<file path="src/rtl/flb_pkg.sv">
// Shared types for the fixed-latency load buffer.
// Assumes: nothing beyond the parameters of the users of this package.
package flb_pkg;

    localparam int LAT_W_DEF = 5;

    // Per-slot status seen by the top level
    typedef struct packed {
        logic busy;    // slot holds an outstanding load
        logic due;     // countdown has reached zero
        logic have;    // data captured earlier
        logic hit;     // current response targets this slot
        logic retire;  // slot completes to writeback this cycle
    } slot_flags_t;

endpackage

</file>
<file path="src/rtl/flb_latreg.sv">
// Latency register: holds the programmed load-to-use latency.
// Assumes: idle_i is high only when no slot is occupied.
module flb_latreg #(
    parameter int LAT_W   = 5,
    parameter int LAT_RST = 4
) (
    input  logic             clk,
    input  logic             rst_n,
    input  logic             we_i,
    input  logic [LAT_W-1:0] wdata_i,
    input  logic             idle_i,
    output logic [LAT_W-1:0] lat_o
);

    logic [LAT_W-1:0] lat_q;

    // Accept a non-zero write only while the buffer is empty
    always_ff @(posedge clk) begin
        if (!rst_n)
            lat_q <= LAT_W'(LAT_RST);
        else if (we_i && idle_i && (wdata_i != '0))
            lat_q <= wdata_i;
    end

    assign lat_o = lat_q;

    assert_lat_nonzero_R1: assert property (@(posedge clk) disable iff (!rst_n)
        lat_q != '0);

    assert_lat_locked_R2: assert property (@(posedge clk) disable iff (!rst_n)
        !idle_i |=> $stable(lat_q));

endmodule

</file>
<file path="src/rtl/flb_slot.sv">
// One buffer slot: keeps a load's tag, its captured data and a countdown to
// its due cycle, and reports whether it completes or stalls this cycle.
// Assumes: alloc_i only targets a free slot; tags are unique among slots.
module flb_slot
    import flb_pkg::*;
#(
    parameter int TAG_W  = 4,
    parameter int DATA_W = 32,
    parameter int LAT_W  = 5
) (
    input  logic              clk,
    input  logic              rst_n,
    input  logic              alloc_i,
    input  logic [TAG_W-1:0]  alloc_tag_i,
    input  logic [LAT_W-1:0]  lat_i,
    input  logic              rsp_valid_i,
    input  logic [TAG_W-1:0]  rsp_tag_i,
    input  logic [DATA_W-1:0] rsp_data_i,
    input  logic              freeze_i,
    output slot_flags_t       flags_o,
    output logic [TAG_W-1:0]  tag_o,
    output logic [DATA_W-1:0] data_o
);

    logic              busy_q;
    logic              have_q;
    logic [TAG_W-1:0]  tag_q;
    logic [DATA_W-1:0] data_q;
    logic [LAT_W-1:0]  cnt_q;
    logic              hit;
    logic              due;
    logic              retire;

    // Decode this slot's view of the current cycle
    always_comb begin
        hit    = busy_q && !have_q && rsp_valid_i && (rsp_tag_i == tag_q);
        due    = busy_q && (cnt_q == '0);
        retire = due && (have_q || hit);
    end

    // Allocate, capture data, count down, release on completion
    always_ff @(posedge clk) begin
        if (!rst_n) begin
            busy_q <= 1'b0;
            have_q <= 1'b0;
            tag_q  <= '0;
            data_q <= '0;
            cnt_q  <= '0;
        end else if (alloc_i) begin
            busy_q <= 1'b1;
            have_q <= 1'b0;
            tag_q  <= alloc_tag_i;
            cnt_q  <= lat_i - 1'b1;
        end else if (retire) begin
            busy_q <= 1'b0;
            have_q <= 1'b0;
        end else begin
            if (hit) begin
                have_q <= 1'b1;
                data_q <= rsp_data_i;
            end
            if (busy_q && (cnt_q != '0) && !freeze_i)
                cnt_q <= cnt_q - 1'b1;
        end
    end

    assign flags_o = '{busy: busy_q, due: due, have: have_q, hit: hit, retire: retire};
    assign tag_o   = tag_q;
    assign data_o  = have_q ? data_q : rsp_data_i;   // forward a due-cycle response

    assert_wait_holds_R4: assert property (@(posedge clk) disable iff (!rst_n)
        (due && !have_q && !hit) |=> (busy_q && (cnt_q == '0)));

    assert_freeze_R5: assert property (@(posedge clk) disable iff (!rst_n)
        (busy_q && !due && freeze_i && !alloc_i) |=> $stable(cnt_q));

endmodule

</file>
<file path="src/rtl/flb_pick.sv">
// Free-slot picker: grants the lowest-numbered free slot.
// Assumes: the caller qualifies the grant with its own accept condition.
module flb_pick #(
    parameter int NUM_SLOTS = 8
) (
    input  logic [NUM_SLOTS-1:0] free_i,
    output logic [NUM_SLOTS-1:0] grant_o
);

    // Priority scan from slot 0 upward
    always_comb begin
        logic taken;
        taken   = 1'b0;
        grant_o = '0;
        for (int i = 0; i < NUM_SLOTS; i++) begin
            if (free_i[i] && !taken) begin
                grant_o[i] = 1'b1;
                taken      = 1'b1;
            end
        end
    end

endmodule

</file>
<file path="src/rtl/fixed_latency_load_buffer.sv">
// Fixed-latency load return buffer: accepts tagged loads, matches memory
// responses by tag and releases each load exactly the programmed latency
// after issue, stalling the pipeline while a due load has no data.
// Assumes: at most one issue per cycle, unique tags among outstanding loads,
// and every issued load eventually receives a response.
module fixed_latency_load_buffer
    import flb_pkg::*;
#(
    parameter int NUM_SLOTS = 8,
    parameter int TAG_W     = 4,
    parameter int DATA_W    = 32,
    parameter int LAT_W     = LAT_W_DEF,
    parameter int LAT_RST   = 4
) (
    input  logic              clk,
    input  logic              rst_n,
    input  logic              lat_we,
    input  logic [LAT_W-1:0]  lat_wdata,
    input  logic              ld_valid,
    input  logic [TAG_W-1:0]  ld_tag,
    output logic              ld_ready,
    input  logic              rsp_valid,
    input  logic [TAG_W-1:0]  rsp_tag,
    input  logic [DATA_W-1:0] rsp_data,
    output logic              wb_valid,
    output logic [TAG_W-1:0]  wb_tag,
    output logic [DATA_W-1:0] wb_data,
    output logic              stall
);

    localparam logic [NUM_SLOTS-1:0] ALL_BUSY = {NUM_SLOTS{1'b1}};

    slot_flags_t       flags    [NUM_SLOTS];
    logic [TAG_W-1:0]  slot_tag [NUM_SLOTS];
    logic [DATA_W-1:0] slot_data[NUM_SLOTS];
    logic [NUM_SLOTS-1:0] busy_vec, due_vec, wait_vec, retire_vec, grant;
    logic [LAT_W-1:0]  lat;
    logic              issue_fire;

    flb_latreg #(.LAT_W(LAT_W), .LAT_RST(LAT_RST)) u_latreg (
        .clk     (clk),
        .rst_n   (rst_n),
        .we_i    (lat_we),
        .wdata_i (lat_wdata),
        .idle_i  (busy_vec == '0),
        .lat_o   (lat)
    );

    flb_pick #(.NUM_SLOTS(NUM_SLOTS)) u_pick (
        .free_i  (~busy_vec),
        .grant_o (grant)
    );

    for (genvar i = 0; i < NUM_SLOTS; i++) begin : g_slot
        flb_slot #(.TAG_W(TAG_W), .DATA_W(DATA_W), .LAT_W(LAT_W)) u_slot (
            .clk         (clk),
            .rst_n       (rst_n),
            .alloc_i     (grant[i] && issue_fire),
            .alloc_tag_i (ld_tag),
            .lat_i       (lat),
            .rsp_valid_i (rsp_valid),
            .rsp_tag_i   (rsp_tag),
            .rsp_data_i  (rsp_data),
            .freeze_i    (stall),
            .flags_o     (flags[i]),
            .tag_o       (slot_tag[i]),
            .data_o      (slot_data[i])
        );
    end

    // Gather slot status into vectors
    always_comb begin
        for (int i = 0; i < NUM_SLOTS; i++) begin
            busy_vec[i]   = flags[i].busy;
            due_vec[i]    = flags[i].due;
            wait_vec[i]   = flags[i].due && !flags[i].have && !flags[i].hit;
            retire_vec[i] = flags[i].retire;
        end
    end

    // Stall and issue acceptance
    always_comb begin
        stall      = |wait_vec;
        ld_ready   = (busy_vec != ALL_BUSY) && !stall;
        issue_fire = ld_valid && ld_ready;
    end

    // Writeback mux: at most one slot retires per cycle
    always_comb begin
        wb_valid = |retire_vec;
        wb_tag   = '0;
        wb_data  = '0;
        for (int i = 0; i < NUM_SLOTS; i++) begin
            if (retire_vec[i]) begin
                wb_tag  = wb_tag  | slot_tag[i];
                wb_data = wb_data | slot_data[i];
            end
        end
    end

    assert_one_due_R6: assert property (@(posedge clk) disable iff (!rst_n)
        $onehot0(due_vec));

    assert_wb_excl_stall_R6: assert property (@(posedge clk) disable iff (!rst_n)
        !(wb_valid && stall));

    assert_full_refuse_R7: assert property (@(posedge clk) disable iff (!rst_n)
        (busy_vec == ALL_BUSY) |-> !ld_ready);

    assert_occupancy_R7: assert property (@(posedge clk) disable iff (!rst_n)
        (ld_valid && ld_ready) |=>
            ($countones(busy_vec) == $past($countones(busy_vec)) + 1 - int'($past(wb_valid))));

endmodule

</file>
<file path="config.mk">
export PLATFORM = sky130hd
export DESIGN_NAME = fixed_latency_load_buffer
export DESIGN_NICKNAME = d
export VERILOG_FILES = /design/src/rtl/flb_pkg.sv /design/src/rtl/flb_latreg.sv /design/src/rtl/flb_slot.sv /design/src/rtl/flb_pick.sv /design/src/rtl/fixed_latency_load_buffer.sv
export SDC_FILE = /design/constraint.sdc
export NUM_CORES = 1
export LEC_CHECK = 0
export BUFFER_PORTS_ARGS = -buffer_cell sky130_fd_sc_hd__clkbuf_2
export CAP_MARGIN = 5
export CORE_ASPECT_RATIO = 1.4
export CORE_MARGIN = 1
export CORE_UTILIZATION = 45
export DETAILED_ROUTE_END_ITERATION = 8
export PLACE_DENSITY = 0.61
export RECOVER_POWER = 25
export SLEW_MARGIN = 0
export SYNTH_ARGS = -nofsm -noshare
export SYNTH_HDL_FRONTEND = slang
export SYNTH_SLANG_ARGS = --single-unit
</file>
<file path="constraint.sdc">
create_clock -name clk -period 3.67 [get_ports clk]
set_clock_uncertainty 0.1 [all_clocks]
set_input_delay 0.5505 -clock clk [delete_from_list [all_inputs] [get_ports clk]]
set_output_delay 0.5505 -clock clk [all_outputs]
set_load 0.05 [all_outputs]
</file>
---- Word-level counts from Yosys, hierarchy flattened ----
Index checks and enable logic that the tools add are counted.
word-level totals
  register bits ........................... 349
  input port bits ......................... 50
  output and inout bits ................... 39
cells by class
  add/subtract/negate cells ............... 9
  equality and inequality tests ........... 17
  multiplexer cells ....................... 78
  bitwise gates (word level) .............. 32
  reduce and logical (&&, ||, !) cells .... 183
operators by type and width
  kind                                                                 number
  32-bit 2-to-1 mux                                                    16
  32-bit bitwise OR                                                    7
  5-bit 2-to-1 mux                                                     24
  1-bit logical AND                                                    91
  5-bit nonzero test                                                   9
  5-bit by 1-bit subtractor with 5-bit output (second input constant)  9
  5-bit logical NOT                                                    8
  4-bit == test                                                        8
  4-bit 2-to-1 mux                                                     8
  2-bit nonzero test                                                   16
  1-bit 2-to-1 mux                                                     30
  4-bit bitwise OR                                                     7
  1-bit logical NOT                                                    24
  3-bit AND reduction                                                  8
  3-bit OR reduction                                                   8
  1-bit NOT                                                            17
  2-bit by 1-bit != test with 1-bit output (second input constant)     8
  2-bit AND reduction                                                  8
  8-bit OR reduction                                                   2
  8-bit logical NOT                                                    1
  1-bit logical OR                                                     8
  8-bit != test (second input constant)                                1
  8-bit NOT                                                            1

---- Logic depth before layout (Yosys ltp) ----
  word-level depth ........................ 26
  mapped depth ............................ 11
  mapped depth without buffers ............ 10

---- Modules after synthesis ----
A second synthesis with hierarchy kept.
second synthesis, totals
  cell total of the unflattened synthesis .. 2341
  area, all modules ....................... 20950.1 µm²
by module, submodules not included
  module                            instances  cells each  area each (µm²)
  flb_slot at g_slot[0].u_slot ...  6          254         2364.8
  flb_slot at g_slot[6].u_slot ...  2          259         2369.8
  fixed_latency_load_buffer         1          261         1702.9
  flb_latreg                        1          27          235.2
  flb_pick                          1          11          83.8

---- Worst setup path after synthesis ----
Ideal clock, no wire load.
  path type ............................... input to output
  start ................................... input rsp_tag[3]
  end ..................................... output ld_ready
  arrival ................................. 3.295 ns
  data required time ...................... 3.019 ns
  setup slack ............................. -0.275 ns
  stages .................................. 9
  path buffers ............................ 2
  cells stage by stage .................... buf_2 -> xor2_1 -> nor3_2 -> a41oi_2 -> a2111o_1 -> nor2_4 -> inv_2 -> clkbuf_1 -> a21oi_1
on the way
  longest elaborated chain between the ends .. 7
ends and longest elaborated chain
  what                  RTL line                         RTL
  start: declaration    fixed_latency_load_buffer.sv:23  input logic [TAG_W-1:0] rsp_tag,
  4-bit == test         flb_slot.sv:36                   hit = busy_q && !have_q && rsp_valid_i && (rsp_tag_i == tag_q);
  1-bit logical AND     flb_slot.sv:36
  1-bit logical NOT     fixed_latency_load_buffer.sv:76  wait_vec[i] = flags[i].due && !flags[i].have && !flags[i].hit;
  1-bit logical AND     fixed_latency_load_buffer.sv:76
  8-bit OR reduction *  fixed_latency_load_buffer.sv:83  stall = |wait_vec;
  net stall             fixed_latency_load_buffer.sv:28  output logic stall
  1-bit logical NOT *   fixed_latency_load_buffer.sv:84  ld_ready = (busy_vec != ALL_BUSY) && !stall;
  1-bit logical AND *   fixed_latency_load_buffer.sv:84
  end: declaration      fixed_latency_load_buffer.sv:21  output logic ld_ready,
The timed path passes the listed nets; every way through them passes the cells marked *.

---- Worst setup path in the final report ----
  start ................................... register g_slot[1].u_slot.tag_q[2]
  end ..................................... output wb_data[25]
on the way
  longest elaborated chain between the ends .. 17
ends and longest elaborated chain
  what                      RTL line                         RTL
  start: declaration        flb_slot.sv:27                   logic [TAG_W-1:0] tag_q;
  start signal: assignment  flb_slot.sv:52                   tag_q <= alloc_tag_i;
  4-bit == test *           flb_slot.sv:36
  1-bit logical AND *       flb_slot.sv:36
  1-bit logical OR *        flb_slot.sv:38                   retire = due && (have_q || hit);
  1-bit logical AND *       flb_slot.sv:38
  32-bit 2-to-1 mux *       fixed_latency_load_buffer.sv:94  if (retire_vec[i]) begin
  32-bit bitwise OR         fixed_latency_load_buffer.sv:96  wb_data = wb_data | slot_data[i];
  32-bit 2-to-1 mux *       fixed_latency_load_buffer.sv:94
  32-bit bitwise OR         fixed_latency_load_buffer.sv:96
  32-bit 2-to-1 mux *       fixed_latency_load_buffer.sv:94
  32-bit bitwise OR         fixed_latency_load_buffer.sv:96
  32-bit 2-to-1 mux *       fixed_latency_load_buffer.sv:94
  32-bit bitwise OR         fixed_latency_load_buffer.sv:96
  32-bit 2-to-1 mux *       fixed_latency_load_buffer.sv:94
  32-bit bitwise OR         fixed_latency_load_buffer.sv:96
  32-bit 2-to-1 mux *       fixed_latency_load_buffer.sv:94
  32-bit bitwise OR         fixed_latency_load_buffer.sv:96
  32-bit 2-to-1 mux *       fixed_latency_load_buffer.sv:94
  end: declaration          fixed_latency_load_buffer.sv:27  output logic [DATA_W-1:0] wb_data,
Mark *: on every way between the ends. The rest lies on a longest branch, timed or not.

==> flow_summary.toml <==
[floorplanning]
io_pins = 89
die_area_um2 = 41300
initial_core_util_pct = 46.0
die_h_um = 240
rows = 86
core_um2 = 39600
die_w_um = 172

[sta]
setup-violations-final = 0
hold_violations = 0
tightest_slew_ns = 1.54
tns_ns = 0
fin_crit_ns = 3.60
maxSlewHeadroom_pct = -2.89
setup_ws_ns = 0.0699
post-route-period-util_pct = 98.1
hold_ws_ns = 0.147
fmax_mhz = 278
slew_viol_final = 33

[routing]
first_pass_iters = 5
drtAntennaViolNets = 0
vias = 15800
drt_wl_total_mm = 58.1
route.detailed.drc = 0
via_per_inst = 5.92
dr.first_iter.drc_count = 1015
wl_per_cell_um = 21.7

[pwr]
power_density_nw_per_um2 = 405
swShare_pct = 26.4
p_leak_nw = 8.98
pwr-share-comb_pct = 11.3
peakVddDrop_uv = 427
pwr-share-clk_pct = 44.2
power.switching_mw = 2.30
intPower_mw = 6.42
seqPwrFrac_pct = 44.5

[global_route]
grt.met1_usage_pct = 34.0
grt_pass1_vias = 15500
grt.busiest_layer = "met2"
grt_max_degree = 104
grt-ovfl-total = 0
grt_pass1_wl_mm = 89.3
antenna_found_initial = 0
grt_usage_pct = 28.1
use_met2_pct = 48.4
grtUsageMet3_pct = 3.51

[final_layout]
nets = 2180
num_antenna_cells = 0
drive_gt1_share_pct = 18.0
syn_to_final_growth_pct = 18.0
fillCellCount = 3710

[yosys]
syn_avg_cell_area_um2 = 8.87
synthFlopType = "dfxtp_1"
synth-seq-cells = 349
syn_inst = 2053
synth_seq_area_share_pct = 38.4
ys_warn_count = 0
synth_most_common_cell = "mux2i_1"
synthArstFlopShare_pct = 0
synth_commonest_cells = "mux2i_1, dfxtp_1, nor2_1"
yosys.area.top_type = "dfxtp_1"
syn-num-nets = 2114
syn_area_um2 = 18200
synth_area_leaders = "dfxtp_1, mux2i_1, nor2_1"
synth_cell_types = 63
synth_edf_count = 0
yosysTopAreaCellShare_pct = 38.4

[worst_setup_path]
cp_max_fo = 12
cp-end-kind = "output pin"
arrival_ns = 2.95
slowest_delay_ns = 0.40
cp_common_cell = "buf_4"
slowest_stage = "dfxtp_1"
crit_path_cell_trace = "xor2_1 -> nor3_1 -> buf_4 -> a21oi_2 -> or2_4 -> buf_12 -> buf_4 -> buf_4 -> o22ai_1 -> a2111oi_2 -> o21ai_0 -> clkbuf_4"
crit_type = "reg -> out"
required_ns = 3.02
worstSetupStartpointType = "flop"

[clock_network]
cts_hold_buf = 0
cts_buffers = 39
cts.path.max_buffers = 3
path_clk_slew_ns = 0.06
tritoncts = "built"
insertion_delay_ns = 0.54
cts-root-buf = "clkbuf_16"
clock_sinks = 349
htreeDepth = 2

[job]
max_cap_viol_count = 1

[outcome]
violations = "max-capacitance violations, max-slew violations"
status = "complete, but fails checks"

[placed_design]
io_buffer_count = 88
gp_congestion = 0.914
dp_hpwl_mm = 37.0
pre_cts_ws_ns = -0.166

[hold_path]
min_path_type = "in -> reg"
-- critical path: cells and delay by family, from the launching register on --
| family | cells | cell delay, ns |
|---|---|---|
| simple gates | 2 | 0.24 |
| buf+inv | 5 | 0.89 |
| xor+xnor | 1 | 0.16 |
| flops | 1 | 0.40 |
| compound gates | 4 | 0.71 |
-- timing repair --
action                                  CTS  global route
buffers inserted                          0             5
pin swaps                                 1             8
endpoints found under the setup margin   39            38
gates resized for setup                  58            65
gates cloned                              0             1
-- cell usage in the layout, fill, tap and decap left out, types with 5 or more instances in the layout --
cell type,Yosys,final
mux2i_1,465,465
dfxtp_1,349,339
nor2_1,266,265
nand2_1,128,126
buf_4,3,116
o22ai_1,108,107
a21oi_1,108,103
clkbuf_2,0,66
nand3_1,47,45
clkbuf_16,0,39
o21ai_1,33,37
o21ai_0,41,36
xor2_1,32,32
mux2_2,32,32
buf_12,0,23
a2111oi_2,0,22
inv_1,19,18
nor3_1,21,18
xnor2_1,14,14
and3_1,13,13
a22oi_1,11,11
clkbuf_8,0,11
clkbuf_4,0,11
ha_1,11,10
clkbuf_1,159,10
dfxtp_2,0,10
a2111oi_0,35,9
or4_1,9,9
nand4_1,8,8
and2_1,8,8
a31oi_1,7,7
nand2b_1,9,6
nor2b_1,7,5
-- cell families (layout without fill, tap and decap cells) --
| logic type | count (synthesis) | after routing | synth area share, % |
|---|---|---|---|
| AND/OR/NAND/NOR | 552 | 553 | 13.6 |
| AO/OA/AOI/OAI | 381 | 381 | 12.9 |
| XOR/XNOR | 46 | 46 | 2.21 |
| flip-flops | 349 | 349 | 38.4 |
| multiplexers | 497 | 497 | 27.5 |
| buffers and inverters | 217 | 306 | 4.65 |
| adder cells (fa/ha/maj) | 11 | 11 | 0.755 |
-- per-stage QoR --
step / total power, mW / area (um2) / instances / util (%)
2_1_floorplan: 4.56 / 18200 / 2053 / -
6_report: 8.72 / 21500 / 2671 / 54.3
3_3_place_gp: 4.91 / 19900 / 2600 / 50.2
4_1_cts: 8.77 / 21300 / 2665 / 53.8
5_1_grt: 9.04 / 21500 / 2671 / 54.3
3_5_place_dp: 4.92 / 19900 / 2600 / 50.2
-- final timing paths --
kind | startpoint | end | slack (ns) | cells after the start
setup reg to reg | g_slot[2].u_slot.cnt_q[1] | g_slot[2].u_slot.data_q[24] | 0.56 | 9
hold reg to reg | g_slot[4].u_slot.data_q[10] | g_slot[4].u_slot.data_q[10] | 0.35 | 2
setup / recovery | g_slot[1].u_slot.tag_o[2] | wb_data[25] | 0.07 | 12
hold / removal | lat_wdata[2] | u_latreg.lat_o[2] | 0.15 | 3
-- per-layer routing --
| layer | up-vias | wire [um] |
|---|---|---|
| met5 | - | 0 |
| met2 | 480 | 28500 |
| met3 | 163 | 2780 |
| met4 | 0 | 2790 |
| met1 | 7697 | 24100 |
| li1 | 7469 | - |
-- power groups by stage --
stage	registers, mW	logic [mW]	clock network, mW
6_report	3.88	0.983	3.85
5_1_grt	3.89	1.06	4.09
4_1_cts	3.88	0.964	3.93
3_5_place_dp	3.96	0.955	0
3_3_place_gp	3.96	0.943	0
2_1_floorplan	3.95	0.609	0
-- area by class of cell --
type | count | area, um2 | share of cell area, %
clock buffers | 60 | 1160 | 5.42
clock inverters | 5 | 76.3 | 0.355
inverters | 20 | 82.6 | 0.384
multi-input cells | 1488 | 10700 | 49.9
flip-flops and latches | 349 | 7000 | 32.5
well taps | 528 | 661 | 3.07
repair buffers | 221 | 1780 | 8.29
-- sequential cells by signal (all words and copies together) (netlist names) --
name                  count
g_slot.u_slot.tag_o      32
g_slot.u_slot.data_q    256
g_slot.u_slot.cnt_q      40
g_slot.u_slot.busy_q      8
g_slot.u_slot.have_q      8
u_latreg.lat_o            5
Note: power is estimated with default switching activity, not from simulation.
